## config.mk

```make
export PLATFORM = sky130hd
export DESIGN_NAME = dma_csr_front
export DESIGN_NICKNAME = d
export VERILOG_FILES = /design/src/rtl/dma_csr_pkg.sv /design/src/rtl/dma_csr_ctrl.sv /design/src/rtl/dma_csr_dpath.sv /design/src/rtl/dma_csr_front.sv
export SDC_FILE = /design/constraint.sdc
export NUM_CORES = 1
export LEC_CHECK = 0
export ABC_AREA = 0
export BUFFER_PORTS_ARGS = -buffer_cell sky130_fd_sc_hd__buf_2
export CAP_MARGIN = 20
export CELL_PAD_IN_SITES_DETAIL_PLACEMENT = 2
export CELL_PAD_IN_SITES_GLOBAL_PLACEMENT = 2
export CORE_UTILIZATION = 28
export DETAILED_ROUTE_END_ITERATION = 6
export GPL_TIMING_DRIVEN = 0
export HOLD_SLACK_MARGIN = 0.05
export PLACE_DENSITY_LB_ADDON = 0.1
export SYNTH_ARGS = -nofsm -noshare
export SYNTH_HDL_FRONTEND = slang
export SYNTH_SLANG_ARGS = --single-unit
```

## constraint.sdc

```tcl
create_clock -name clk -period 5.73 [get_ports clk]
set_input_delay 0.2865 -clock clk [delete_from_list [all_inputs] [get_ports clk]]
set_output_delay 0.2865 -clock clk [all_outputs]
set_load 0.1 [all_outputs]
```

## src/rtl/dma_csr_pkg.sv

```systemverilog
package dma_csr_pkg;

  localparam logic [31:0] STAT_ADDR = 32'h0008_0000;
  localparam logic [31:0] PEND_ADDR = 32'h0008_0004;
  localparam logic [31:0] IEN_ADDR  = 32'h0008_0008;
  localparam logic [31:0] ACTL_ADDR = 32'h0000_0034;

  typedef enum logic [3:0] {
    K_NONE, K_DHI, K_DLO, K_XLEN, K_BLEN, K_RXEN, K_ROWB,
    K_ACTL, K_STAT, K_PEND, K_IEN
  } regKind_e;

  // decoded bus access handed from control to datapath
  typedef struct packed {
    logic        wr;
    logic        rd;
    regKind_e    kind;
    logic [7:0]  chan;
    logic [31:0] data;
  } csrAcc_t;

endpackage

```

## src/rtl/dma_csr_ctrl.sv

```systemverilog
module dma_csr_ctrl
  import dma_csr_pkg::*;
#(
  parameter int NUM_INST = 2,
  parameter int ADDR_W   = 20
) (
  input  logic                  clk,
  input  logic                  rstN,
  input  logic                  busWrEn,
  input  logic                  busRdEn,
  input  logic [ADDR_W-1:0]     busAddr,
  input  logic [31:0]           busWrData,
  output csrAcc_t               acc,
  output logic [2*NUM_INST-1:0] chStart,
  output logic [2*NUM_INST-1:0] chStop
);
  localparam int NCH = 2 * NUM_INST;

  logic [31:0]    fullAddr;
  logic [31:0]    instIdx;
  logic [5:0]     off;
  logic           isTx;
  regKind_e       kind;
  logic [NCH-1:0] startNxt;
  logic [NCH-1:0] stopNxt;

  // address decode
  always_comb begin
    fullAddr = 32'(busAddr);
    instIdx  = fullAddr >> 6;
    off      = fullAddr[5:0];
    isTx     = 1'b0;
    kind     = K_NONE;
    if (fullAddr == STAT_ADDR)      kind = K_STAT;
    else if (fullAddr == PEND_ADDR) kind = K_PEND;
    else if (fullAddr == IEN_ADDR)  kind = K_IEN;
    else if (fullAddr == ACTL_ADDR) kind = K_ACTL;
    else if (instIdx < 32'(NUM_INST)) begin
      case (off)
        6'h00: kind = K_DHI;
        6'h04: kind = K_DLO;
        6'h0C: kind = K_XLEN;
        6'h10: kind = K_BLEN;
        6'h14: kind = K_RXEN;
        6'h30: kind = K_ROWB;
        6'h18: begin kind = K_DHI;  isTx = 1'b1; end
        6'h1C: begin kind = K_DLO;  isTx = 1'b1; end
        6'h24: begin kind = K_BLEN; isTx = 1'b1; end
        6'h2C: begin kind = K_XLEN; isTx = 1'b1; end
        default: kind = K_NONE;
      endcase
    end
    acc.wr   = busWrEn;
    acc.rd   = busRdEn;
    acc.kind = kind;
    acc.chan = 8'(instIdx * 2 + 32'(isTx));
    acc.data = busWrData;
  end

  // strobe generation
  always_comb begin
    for (int c = 0; c < NCH; c++) begin
      startNxt[c] = 1'b0;
      stopNxt[c]  = 1'b0;
      if (acc.wr && acc.chan == 8'(c)) begin
        if (c % 2 == 1) begin
          startNxt[c] = (acc.kind == K_DLO);
        end else if (acc.kind == K_RXEN) begin
          startNxt[c] = acc.data[0];
          stopNxt[c]  = !acc.data[0];
        end
      end
    end
  end

  always_ff @(posedge clk) begin
    if (!rstN) begin
      chStart <= '0;
      chStop  <= '0;
    end else begin
      chStart <= startNxt;
      chStop  <= stopNxt;
    end
  end

  for (genvar c = 0; c < NCH; c++) begin : g_chk
    a_r4_start_stop_excl: assert property (@(posedge clk) disable iff (!rstN)
      !(chStart[c] && chStop[c]));
    if (c % 2 == 1) begin : g_tx
      a_r3_tx_start_follows: assert property (@(posedge clk) disable iff (!rstN)
        (busWrEn && acc.kind == K_DLO && acc.chan == 8'(c)) |=> chStart[c]);
    end else begin : g_rx
      a_r4_rx_stop_follows: assert property (@(posedge clk) disable iff (!rstN)
        (busWrEn && acc.kind == K_RXEN && acc.chan == 8'(c) && !busWrData[0])
          |=> chStop[c]);
    end
  end

endmodule

```

## src/rtl/dma_csr_dpath.sv

```systemverilog
module dma_csr_dpath
  import dma_csr_pkg::*;
#(
  parameter int NUM_INST = 2
) (
  input  logic                     clk,
  input  logic                     rstN,
  input  csrAcc_t                  acc,
  input  logic [2*NUM_INST-1:0]    chDone,
  output logic [31:0]              busRdData,
  output logic [2*NUM_INST*64-1:0] chDescAddr,
  output logic [NUM_INST*32-1:0]   rxRowBytes,
  output logic                     addr32Mode,
  output logic                     irq
);
  localparam int NCH = 2 * NUM_INST;

  logic [31:0]    descHi [NCH];
  logic [31:0]    descLo [NCH];
  logic [31:0]    xferLen[NCH];
  logic [31:0]    bufLen [NCH];
  logic [31:0]    rowB   [NUM_INST];
  logic           rxEn   [NUM_INST];
  logic           actl;
  logic [NCH-1:0] stat;
  logic [NCH-1:0] ien;
  logic [NCH-1:0] pend;
  logic [NCH-1:0] clrMask;

  assign clrMask = (acc.wr && acc.kind == K_STAT) ? acc.data[NCH-1:0] : '0;

  always_ff @(posedge clk) begin
    if (!rstN) begin
      for (int c = 0; c < NCH; c++) begin
        descHi[c]  <= '0;
        descLo[c]  <= '0;
        xferLen[c] <= '0;
        bufLen[c]  <= '0;
      end
      for (int i = 0; i < NUM_INST; i++) begin
        rowB[i] <= '0;
        rxEn[i] <= 1'b0;
      end
      actl <= 1'b0;
      stat <= '0;
      ien  <= '0;
    end else begin
      for (int c = 0; c < NCH; c++) begin
        if (acc.wr && acc.chan == 8'(c)) begin
          case (acc.kind)
            K_DHI:   descHi[c]  <= acc.data;
            K_DLO:   descLo[c]  <= acc.data;
            K_XLEN:  xferLen[c] <= acc.data;
            K_BLEN:  bufLen[c]  <= acc.data;
            default: ;
          endcase
        end
      end
      for (int i = 0; i < NUM_INST; i++) begin
        if (acc.wr && acc.chan == 8'(2 * i)) begin
          if (acc.kind == K_RXEN) rxEn[i] <= acc.data[0];
          if (acc.kind == K_ROWB) rowB[i] <= acc.data;
        end
      end
      if (acc.wr && acc.kind == K_ACTL) actl <= acc.data[0];
      if (acc.wr && acc.kind == K_IEN)  ien  <= acc.data[NCH-1:0];
      // a done pulse wins over a same-cycle clear
      stat <= (stat & ~clrMask) | chDone;
    end
  end

  assign pend       = stat & ien;
  assign irq        = |pend;
  assign addr32Mode = actl;

  always_comb begin
    busRdData = '0;
    if (acc.rd) begin
      case (acc.kind)
        K_STAT: busRdData = 32'(stat);
        K_PEND: busRdData = 32'(pend);
        K_IEN:  busRdData = 32'(ien);
        K_ACTL: busRdData = {31'b0, actl};
        default: begin
          for (int c = 0; c < NCH; c++) begin
            if (acc.chan == 8'(c)) begin
              case (acc.kind)
                K_DHI:   busRdData = descHi[c];
                K_DLO:   busRdData = descLo[c];
                K_XLEN:  busRdData = xferLen[c];
                K_BLEN:  busRdData = bufLen[c];
                default: ;
              endcase
            end
          end
          for (int i = 0; i < NUM_INST; i++) begin
            if (acc.chan == 8'(2 * i)) begin
              if (acc.kind == K_RXEN) busRdData = {31'b0, rxEn[i]};
              if (acc.kind == K_ROWB) busRdData = rowB[i];
            end
          end
        end
      endcase
    end
  end

  for (genvar c = 0; c < NCH; c++) begin : g_out
    assign chDescAddr[c*64 +: 64] = {descHi[c], descLo[c]};
  end
  for (genvar i = 0; i < NUM_INST; i++) begin : g_row
    assign rxRowBytes[i*32 +: 32] = rowB[i];
  end

  for (genvar c = 0; c < NCH; c++) begin : g_chk
    a_r6_done_sets: assert property (@(posedge clk) disable iff (!rstN)
      chDone[c] |=> stat[c]);
    a_r5_w1c_clears: assert property (@(posedge clk) disable iff (!rstN)
      (acc.wr && acc.kind == K_STAT && acc.data[c] && !chDone[c]) |=> !stat[c]);
    a_r5_stat_holds: assert property (@(posedge clk) disable iff (!rstN)
      (!chDone[c] && !(acc.wr && acc.kind == K_STAT && acc.data[c]))
        |=> (stat[c] == $past(stat[c])));
  end

  a_r7_masked_quiet: assert property (@(posedge clk) disable iff (!rstN)
    (ien == '0) |-> !irq);
  a_r9_unmapped_zero: assert property (@(posedge clk) disable iff (!rstN)
    (acc.rd && acc.kind == K_NONE) |-> (busRdData == 32'h0));

endmodule

```

## src/rtl/dma_csr_front.sv

```systemverilog
module dma_csr_front
  import dma_csr_pkg::*;
#(
  parameter int NUM_INST = 2,
  parameter int ADDR_W   = 20
) (
  input  logic                     clk,
  input  logic                     rstN,
  input  logic                     busWrEn,
  input  logic                     busRdEn,
  input  logic [ADDR_W-1:0]        busAddr,
  input  logic [31:0]              busWrData,
  output logic [31:0]              busRdData,
  input  logic [2*NUM_INST-1:0]    chDone,
  output logic [2*NUM_INST-1:0]    chStart,
  output logic [2*NUM_INST-1:0]    chStop,
  output logic [2*NUM_INST*64-1:0] chDescAddr,
  output logic [NUM_INST*32-1:0]   rxRowBytes,
  output logic                     addr32Mode,
  output logic                     irq
);
  csrAcc_t acc;

  dma_csr_ctrl #(.NUM_INST(NUM_INST), .ADDR_W(ADDR_W)) u_ctrl (
    .clk(clk), .rstN(rstN), .busWrEn(busWrEn), .busRdEn(busRdEn),
    .busAddr(busAddr), .busWrData(busWrData), .acc(acc),
    .chStart(chStart), .chStop(chStop)
  );

  dma_csr_dpath #(.NUM_INST(NUM_INST)) u_dpath (
    .clk(clk), .rstN(rstN), .acc(acc), .chDone(chDone),
    .busRdData(busRdData), .chDescAddr(chDescAddr), .rxRowBytes(rxRowBytes),
    .addr32Mode(addr32Mode), .irq(irq)
  );

endmodule

```

Word level (Yosys, flattened, before mapping)
Memory sizes are Yosys's and may differ from the RTL's.
Index checks and enable logic that the tools add are counted.
Word-level totals
  bits in registers: 17
  bits in writable memories: 578
  output and inout port bits: 362
  word-level logic and storage cells: 209
  memories: 6
Memories
  u_dpath.bufLen: depth 4, width 32, read ports 4, clocked after memory_dff 0, write ports 4, line dma_csr_dpath.sv:21  | logic [31:0] bufLen [NCH];
  u_dpath.descHi: depth 4, width 32, read ports 4, clocked after memory_dff 0, write ports 4, line dma_csr_dpath.sv:18  | logic [31:0] descHi [NCH];
  u_dpath.descLo: depth 4, width 32, read ports 4, clocked after memory_dff 0, write ports 4, line dma_csr_dpath.sv:19  | logic [31:0] descLo [NCH];
  u_dpath.xferLen: depth 4, width 32, read ports 4, clocked after memory_dff 0, write ports 4, line dma_csr_dpath.sv:20  | logic [31:0] xferLen[NCH];
  u_dpath.rowB: depth 2, width 32, read ports 2, clocked after memory_dff 0, write ports 2, line dma_csr_dpath.sv:22  | logic [31:0] rowB [NUM_INST];
  u_dpath.rxEn: depth 2, width 1, read ports 2, clocked after memory_dff 0, write ports 2, line dma_csr_dpath.sv:23  | logic rxEn [NUM_INST];
Operators by class
  add/sub/neg operators: 1
  magnitude comparators: 1
  equal/unequal tests: 26
  mux-type cells: 120
  bitwise operators: 24
  reduce and logical (&&, ||, !) cells: 21
Operators by type and width (count)
  $mux W32: 31
  $pmux W32 S4: 5
  $mux W1: 77
  $eq A20 B20 Y1 const B: 3
  $eq A6 B5 Y1 const B: 4
  $mux W4: 6
  $eq A20 B6 Y1 const B: 1
  $or A1 B1 Y1: 20
  $eq A6 B6 Y1 const B: 3
  $pmux W3 S6: 1
  $eq A4 B3 Y1 const B: 4
  $eq A8 B2 Y1 const B: 2
  $lt A14 B2 Y1 const B: 1
  $eq A4 B4 Y1 const B: 3
  $reduce_or A4 Y1: 3
  $add A8 B1 Y8: 1
  $and A4 B4 Y4: 2
  $eq A4 B2 Y1 const B: 2
  $eq A8 B1 Y1 const B: 1
  $logic_not A8 Y1: 1
  $reduce_and A2 Y1: 4
  $reduce_or A2 Y1: 4
  $logic_and A1 B1 Y1: 7
  $eq A6 B3 Y1 const B: 1
  other kinds (6): 6

Depth between registers and ports, before layout
Gate-level depths: netlist (run 1).
  depth after elaboration: 27
  depth in mapped cells: 12
  gate-level depth less buffers: 8

Hierarchy
Synthesis (run 1) repeated with hierarchy kept, for this count alone.
Unflattened totals
  cells, all modules: 2156
  area, all modules: 27938.0 um^2
By module, submodules not included
  dma_csr_dpath: times used 1, cells each 2051, area each 27132.3 um^2
  dma_csr_ctrl: times used 1, cells each 105, area each 805.8 um^2

Worst setup path before layout (run 1)
No wires, ideal clock.
  kind: input to register
  from: in busAddr[5]
  to: mem u_dpath.bufLen[0][0], enable pin
  library setup time: 0.466 ns
  data arrival time: 4.336 ns
  data required time: 5.264 ns
  path slack: 0.928 ns
  stages on the path: 10
  path buffers: 5
  path through: buf_6 or3b_2 a21oi_1 nor2b_1 buf_2 buf_2 buf_2 buf_1 nand2_1 o21ai_0
RTL lines
  from (decl): line dma_csr_front.sv:11  | input logic [ADDR_W-1:0] busAddr,
  to (decl): line dma_csr_dpath.sv:21

Final worst setup path (run 1)
  from: in busAddr[7]
  to: out busRdData[12]
On the way
  cells in the longest elaborated chain, start to end: 25
  elaborated cells between the ends (all ways): 48
RTL lines
  $lt A14 B2 Y1: line dma_csr_ctrl.sv:38  | else if (instIdx < 32'(NUM_INST)) begin
  $mux W1 / $mux W4 (equally long branches): line dma_csr_ctrl.sv:38
  $mux W1 / $mux W4 (equally long branches): line dma_csr_ctrl.sv:37  | else if (fullAddr == ACTL_ADDR) kind = K_ACTL;
  $mux W1 / $mux W4 (equally long branches): line dma_csr_ctrl.sv:36  | else if (fullAddr == IEN_ADDR) kind = K_IEN;
  $mux W1 / $mux W4 (equally long branches): line dma_csr_ctrl.sv:35  | else if (fullAddr == PEND_ADDR) kind = K_PEND;
  $mux W1 / $mux W4 (equally long branches): line dma_csr_ctrl.sv:34  | if (fullAddr == STAT_ADDR) kind = K_STAT;
  $add A8 B1 Y8, or another cell as far along: line dma_csr_ctrl.sv:56  | acc.chan = 8'(instIdx * 2 + 32'(isTx));
  $logic_not A8 Y1 / $pmux W32 S4 (equally long branches): line dma_csr_dpath.sv:86, dma_csr_dpath.sv:97, dma_csr_dpath.sv:87
  (+9 left out)
  $mux W32: line dma_csr_dpath.sv:98  | if (acc.kind == K_RXEN) busRdData = {31'b0, rxEn[i]};
  $mux W32: line dma_csr_dpath.sv:99  | if (acc.kind == K_ROWB) busRdData = rowB[i];
  $mux W32: line dma_csr_dpath.sv:97  | if (acc.chan == 8'(2 * i)) begin
  $mux W32: line dma_csr_dpath.sv:98
  $mux W32: line dma_csr_dpath.sv:99
  $mux W32: line dma_csr_dpath.sv:97
  $pmux W32 S4 *: line dma_csr_dpath.sv:79  | case (acc.kind)
  $mux W32 *: line dma_csr_dpath.sv:78  | if (acc.rd) begin
  to (decl): line dma_csr_front.sv:13  | output logic [31:0] busRdData,
Mark *: on every way between the ends. The rest lies on a longest branch, timed or not. The select of a mux whose other input is x is not followed.

==> impl_metrics.env, run 1 <==
export IMPL_number_of_antenna_violations_at_the_first_check_in_global_routing=8
export IMPL_critPathKind="primary input to output port"
export IMPL_synthesis_area_um2=26830
export IMPL_die_area_um2=97050
export IMPL_cts_resized=0
export IMPL_grt_pass1_wl_mm=175.9
export IMPL_worst_setup_hold_path_clk_slew_ns=0.06
export IMPL_leak_pwr_uw=0.01208
export IMPL_worst_skew_pair_late_latency_ns=0.62
export IMPL_ir_worst_vdd_v=0.0001760
export IMPL_clock_tree_htree_level_count=3
export IMPL_vias_in_the_first_global_route=21790
export IMPL_netlist_top_cells_area="edfxtp_1 65%, and2_1 13%, mux2i_1 2.5%"
export IMPL_floorplan_die_height_um=311.5
export IMPL_yosys_area_share_adder_pct=0
export IMPL_globalplace_congestion=0.8649
export IMPL_final_net_count=2646
export IMPL_transition_at_the_pin_with_the_smallest_max_transition_slack_ns=1.193
export IMPL_multi_input_comb_area_um2=8573
export IMPL_synth_top_cell_by_area="edfxtp_1"
export IMPL_cp_arrival_ns=5.24
export IMPL_die_x_um=311.5
export IMPL_worst_ep_required_time_ns=5.44
export IMPL_yosysUniqueCellTypes=64
export IMPL_antenna_violating_nets_post_route=0
export IMPL_drt_iter0_markers=2182
export IMPL_grt_setup_unrepaired="false"
export IMPL_wl_mm=129.8
export IMPL_syn_avg_cell_area_um2=13.00
export IMPL_grt_util_met2_pct=46.60
export IMPL_globalRouteOverflowTotal=0
export IMPL_timing_final_setup_violations=0
export IMPL_grt_start_max_net_pins=25
export IMPL_cts_root_buffer_cell="clkbuf_16"
export IMPL_r2r_cells=3
export IMPL_synth_compound_area_share_pct=10.75
export IMPL_synth_area_mux_share_pct=2.724
export IMPL_synth_edf_count=578
export IMPL_use_met3_pct=3.281
export IMPL_detail_route_drc_violations=1
export IMPL_powerDensity_nw_per_um2=327.9
export IMPL_report_final_hold_viol_count=0
export IMPL_end_kind="output port"
export IMPL_tritoncts_num_buffers=74
export IMPL_failing_checks="DRC"
export IMPL_design_core_area_um2=95010
export IMPL_timing_reg2reg_setup_slack_ns=4.52
export IMPL_regToRegStartpoint="u_dpath.stat[0]"
export IMPL_tritoncts_clock_tree="yes"
export IMPL_yosysWarningCount=0
export IMPL_rows=113
export IMPL_post_dp_cell_area_um2=31110
export IMPL_clkSinkCount=593
export IMPL_min_delay_path_depth=2
export IMPL_simple_gate_share_of_the_synthesized_area_pct=17.68
export IMPL_async_flop_share_pct=0
export IMPL_num_fill_cells=10020
export IMPL_final_max_slew_viol_count=0
export IMPL_initial_core_util_pct=28.24
export IMPL_maxCapViolCount=0
export IMPL_post_drt_via_cell_ratio=5.268
export IMPL_pin_count=422
export IMPL_period_needed_ns=5.523
export IMPL_timing_hold_worst_start="busWrData[30]"
export IMPL_layout_worst_path_cycle_share_pct=96.39
export IMPL_timing_fmax_ghz=0.1811
export IMPL_synth_seq_cells=593
export IMPL_timing_hold_worst_endpoint="u_dpath.descHi[3][30]"
export IMPL_synth_xor_area_share_pct=0
export IMPL_route_detailed_wl_per_inst_um=33.22
export IMPL_register_area_um2=17660
export IMPL_synth_top_cell_area_share_pct=64.70
export IMPL_critical_path_startpoint_type="primary input"
export IMPL_cts_buffer_depth=3
export IMPL_status="finished with violations"
export IMPL_port_bufs=417
export IMPL_synth_most_common_cell="edfxtp_1"
export IMPL_slew_hr_pct=19.88
export IMPL_synthToLayoutAreaGrowth_pct=24.48
export IMPL_grt_met1_usage_pct=32.47
export IMPL_finClkSkew_ns=0
export IMPL_power_total_uw=10950
export IMPL_synth_top_flop_cell="edfxtp_1"
export IMPL_detailedRoute_firstPassIterationCount=7
export IMPL_synthTopCellsByCount="578 x edfxtp_1, 548 x and2_1, 133 x clkbuf_1, 79 x nand2_1, 75 x a21oi_1"
export IMPL_postSynthCellCount=2063
export IMPL_place_hpwl_mm=99.93
export IMPL_routed_via_count=20590
export IMPL_post_route_cell_area_um2=33390
export IMPL_track_usage_pct=26.17
export IMPL_worst_path_max_fanout=10
export IMPL_busiest_layer="met2"
export IMPL_final_layout_size_suffix_gt1_share_pct=23.43
export IMPL_dominant_combinational_cell_family_by_area_after_synthesis="simple AND/OR/NAND/NOR gates"
export IMPL_worst_hold_path_type="primary input to flip-flop"
export IMPL_share_of_the_yosys_chip_area_belonging_to_registers_pct=65.82
export IMPL_worstReg2RegEnd="u_dpath.stat[0]"
## registers in the layout, indices dropped and copies added, names as in the netlist
name and flops:
u_ctrl.chStop 2, u_dpath.bufLen 128, u_dpath.rowB 64, u_dpath.addr32Mode 1
u_dpath.descLo 128, u_dpath.ien 4, u_ctrl.chStart 4, u_dpath.descHi 128
u_dpath.rxEn 2, u_dpath.xferLen 128, u_dpath.stat 4
## metal layers
metal  up-vias  part of all wire, %
met4         6                  3.4
met1     10820                   40
li1       8784                    -
met2       803                   51
met5         -                0.025
met3       173                  5.3
## worst max-delay path: stages
cell,delay [ns]
buf_2,0.10
nor4_1,0.50
nand4_1,0.28
clkbuf_1,0.34
nor3b_2,0.39
buf_2,0.51
clkbuf_1,0.74
a222oi_1,0.22
a21oi_1,0.33
nor3_1,0.18
o21ai_0,0.76
buf_2,0.56
## logic make-up (layout without fill, tap and decap cells)
logic type / after synthesis / after routing
flops: 593 / 593
mux: 71 / 71
simple gates: 817 / 817
other cells: 1 / 7
buf+inv: 195 / 769
compound gates: 386 / 386
## per-stage QoR
step                      hold slack, ns  util [%]  setup WS [ns]  setup TNS [ns]  std cells
after floorplan                   0.4250         -         0.9284               0       2064
after global placement            0.5233     32.10         -3.363        -1334.97       3746
after detailed placement          0.5332     32.74         0.3522               0       3768
after CTS                        0.06305     35.12         0.3618               0       3902
after global routing             0.09643     35.13         0.2256               0       3903
final                            0.08312     35.15         0.2070               0       3908
## worst max path at each step
stage,startpoint,endpoint,slack [ns],cells past startpoint
floorplan,busAddr[5],u_dpath.bufLen[0][0],0.93,10
global placement,busAddr[2],u_dpath.rowB[0][60],-3.36,10
detailed placement,busAddr[7],busRdData[25],0.35,12
CTS,busAddr[7],busRdData[25],0.36,12
global route,busAddr[7],busRdData[12],0.23,12
finish,busAddr[7],busRdData[12],0.21,12
## layout make-up
class	instances	share of cell area [%]
Sequential cell	593	52.87
Multi-Input combinational cell	1276	25.67
Timing Repair Buffer	446	7.673
Clock buffer	104	6.073
Tap cell	1265	4.740
Buffer	190	2.364
Clock inverter	24	0.5096
Inverter	5	0.05620
Antenna cell	5	0.03747
## placed cells by master, fill, tap and decap left out, types with 48 or more instances in the layout
cell type  synthesis  routed
clkbuf_1         133     160
o21ai_0           66      48
a21oi_1           75      75
nand2_1           79      79
edfxtp_1         578     578
mux2i_1           67      67
nand3_1           69      69
and2_1           548     548
a222oi_1          65      65
buf_2             37     456
clkbuf_16          0      77
## power by group
part | internal, uW | switching (uW)
sequential | 4970 | 161
combinational | 173 | 1220
clock | 2550 | 1880
total | 7680 | 3260
## what timing repair did
item                      CTS  global route
buffers inserted            0             0
hold buffers                6             0
hold endpoints to repair    6             0
Note: power is estimated with default switching activity, not from simulation.
==> run 2: changes to the inputs <==
- CORE_ASPECT_RATIO: not set -> 0.8
- CORE_UTILIZATION: 28 -> 39
- CTS_CLUSTER_DIAMETER: not set -> 120
==> impl_metrics.env, run 2 (synthesis results as in run 1) <==
export IMPL_tritoncts_clock_tree="yes"
export IMPL_detailedRoute_firstPassIterationCount=6
export IMPL_status="finished clean"
export IMPL_cp_cell_sequence="buf_2 > buf_2 > and3b_1 > a21oi_1 > nor2_1 > nor3_1 > clkbuf_1 > buf_6 > clkbuf_1 > nor3_1 > o21ai_0 > buf_2"
export IMPL_met3RoutedLength_mm=15.91
export IMPL_multi_input_comb_area_um2=8568
export IMPL_worst_skew_pair_late_latency_ns=0.61
export IMPL_worst_path_max_fanout=10
export IMPL_worst_hold_path_type="primary input to flip-flop"
export IMPL_grt_start_max_net_pins=19
export IMPL_timing_reg2reg_setup_slack_ns=5.04
export IMPL_drt_iter0_markers=3236
export IMPL_end_kind="output port"
export IMPL_power_total_uw=10700
export IMPL_clkSinkCount=593
export IMPL_crit_slowest_cell="clkbuf_1"
export IMPL_met1_length_mm=49.56
export IMPL_p_int_uw=7461
export IMPL_post_drt_via_cell_ratio=6.313
export IMPL_antenna_violating_nets_post_route=0
export IMPL_design_core_area_um2=67640
export IMPL_most_common_cell_after_layout_fill_and_taps_aside="edfxtp_1"
export IMPL_number_of_antenna_violations_at_the_first_check_in_global_routing=11
export IMPL_cell_seen_most_often_among_critical_path_stages="buf_2"
export IMPL_track_usage_pct=37.85
export IMPL_wl_mm=134.4
export IMPL_final_max_slew_viol_count=0
export IMPL_r2r_cells=2
export IMPL_worstSetupStartpoint="busAddr[2]"
export IMPL_final_layout_size_suffix_gt1_share_pct=23.67
export IMPL_crit_family="buffers and inverters"
export IMPL_worstReg2RegEnd="u_dpath.ien[3]"
export IMPL_finClkSkew_ns=0
export IMPL_combinationalPowerShare_pct=13.4
export IMPL_setup_slack_ns=0.2529
export IMPL_floorplan_die_height_um=236.6
export IMPL_critPathKind="primary input to output port"
export IMPL_layout_worst_path_cycle_share_pct=95.59
export IMPL_final_net_count=2656
export IMPL_slew_hr_pct=11.69
export IMPL_grt_pass1_wl_mm=181.2
export IMPL_leak_pwr_uw=0.01218
export IMPL_cts_root_buffer_cell="clkbuf_16"
export IMPL_hold_worst_slack_ns=0.07950
export IMPL_finished_layout_cells=3567
export IMPL_maxCapViolCount=0
export IMPL_routed_via_count=22520
export IMPL_power_sequential_fraction_pct=47.9
export IMPL_num_fill_cells=6706
export IMPL_power_switching_uw=3235
export IMPL_report_final_hold_viol_count=0
export IMPL_place_detailed_instances=3430
export IMPL_detail_route_drc_violations=0
export IMPL_power_clock_fraction_pct=38.8
export IMPL_initial_core_util_pct=39.66
export IMPL_critical_path_depth=12
export IMPL_final_cell_mix="578 x edfxtp_1, 548 x and2_1, 457 x buf_2"
export IMPL_worst_setup_hold_path_clk_slew_ns=0.06
export IMPL_pin_count=422
export IMPL_vias_in_the_first_global_route=23180
export IMPL_powerDensity_nw_per_um2=322.7
export IMPL_grt_setup_unrepaired="false"
export IMPL_period_needed_ns=5.477
export IMPL_globalplace_congestion=0.9390
export IMPL_timing_final_setup_violations=0
export IMPL_rows=85
export IMPL_power_switching_fraction_pct=30.25
export IMPL_die_x_um=295.2
export IMPL_clock_tree_htree_level_count=3
export IMPL_port_bufs=417
export IMPL_place_hpwl_mm=95.36
export IMPL_ir_worst_vdd_v=0.0002859
export IMPL_largest_stage_delay_on_the_critical_path_ns=0.91
export IMPL_worstPathBufferInverterCount=6
export IMPL_tritoncts_num_buffers=66
export IMPL_regToRegStartpoint="u_dpath.ien[3]"
export IMPL_transition_at_the_pin_with_the_smallest_max_transition_slack_ns=1.325
export IMPL_postCtsSetupBuffers=0
export IMPL_globalRouteOverflowTotal=0
export IMPL_cts_buffer_depth=3
export IMPL_cp_arrival_ns=5.19
export IMPL_worst_ep_required_time_ns=5.44
export IMPL_synthToLayoutAreaGrowth_pct=23.56
export IMPL_place_worst_setup_slack_ns=-0.08028
export IMPL_route_detailed_wl_per_inst_um=37.67
export IMPL_routed_length_on_met2_mm=61.73
export IMPL_critical_path_startpoint_type="primary input"
export IMPL_register_area_um2=17660
export IMPL_timing_fmax_ghz=0.1826
export IMPL_critical_path_endpoint="busRdData[25]"
export IMPL_highest_routed_metal_layer="met5"
export IMPL_layout_core_utilization_pct=49.01
export IMPL_die_area_um2=69850
export IMPL_cts_resized=0
-- run 2: changes by cell type in the layout (fill, tap and decap cells not counted), moves of 2 or more --
cell	previous run	this run
buf_12	17	12
buf_16	1	15
buf_6	2	4
buf_8	2	7
clkbuf_1	160	148
clkbuf_16	77	68
clkinv_1	11	21
diode_2	5	9
-- run 2: how the worst min path moves through the flow --
stage             startpoint                endpoint  cells after the start
2_1_floorplan      chDone[0]         u_dpath.stat[0]                      2
3_3_place_gp       chDone[2]         u_dpath.stat[2]                      3
3_5_place_dp       chDone[1]         u_dpath.stat[1]                      3
4_1_cts        busWrData[11]  u_dpath.xferLen[3][11]                      2
5_1_grt        busWrData[20]   u_dpath.descHi[2][20]                      2
6_report       busWrData[30]   u_dpath.descHi[1][30]                      2
-- run 2: power by group through the flow --
stage          registers [uW]  logic, uW  clock network (uW)
2_1_floorplan            6020        157                   0
3_3_place_gp             5230       1330                   0
3_5_place_dp             5210       1410                   0
4_1_cts                  5120       1420                4140
5_1_grt                  5130       1450                4300
6_report                 5120       1430                4150
-- run 2: area by class of cell --
cell class	instances	area share (%)
Antenna cell	9	0.06794
Buffer	190	2.386
Multi-Input combinational cell	1276	25.85
Timing Repair Buffer	464	8.923
Clock buffer	84	5.315
Clock inverter	33	0.6908
Sequential cell	593	53.27
Inverter	5	0.05662
Tap cell	913	3.446
-- run 2: metal layers --
layer / up-vias / track usage (%)
li1: 8810 / -
met1: 11610 / 49.95
met2: 1709 / 59.18
met3: 388 / 8.128
met4: 2 / 18.42
met5: - / 0
-- run 2: metrics by stage --
step | instance area, um2 | setup TNS [ns]
6_report | 33150 | 0
5_1_grt | 33130 | 0
4_1_cts | 33070 | 0
3_5_place_dp | 31020 | -2.338
3_3_place_gp | 30060 | -1771.25
2_1_floorplan | 26830 | 0
-- run 2: what timing repair did --
action / CTS / global route
hold buffers: 6 / 0
setup endpoints to repair: 0 / 0
endpoints found under the hold margin: 7 / 0
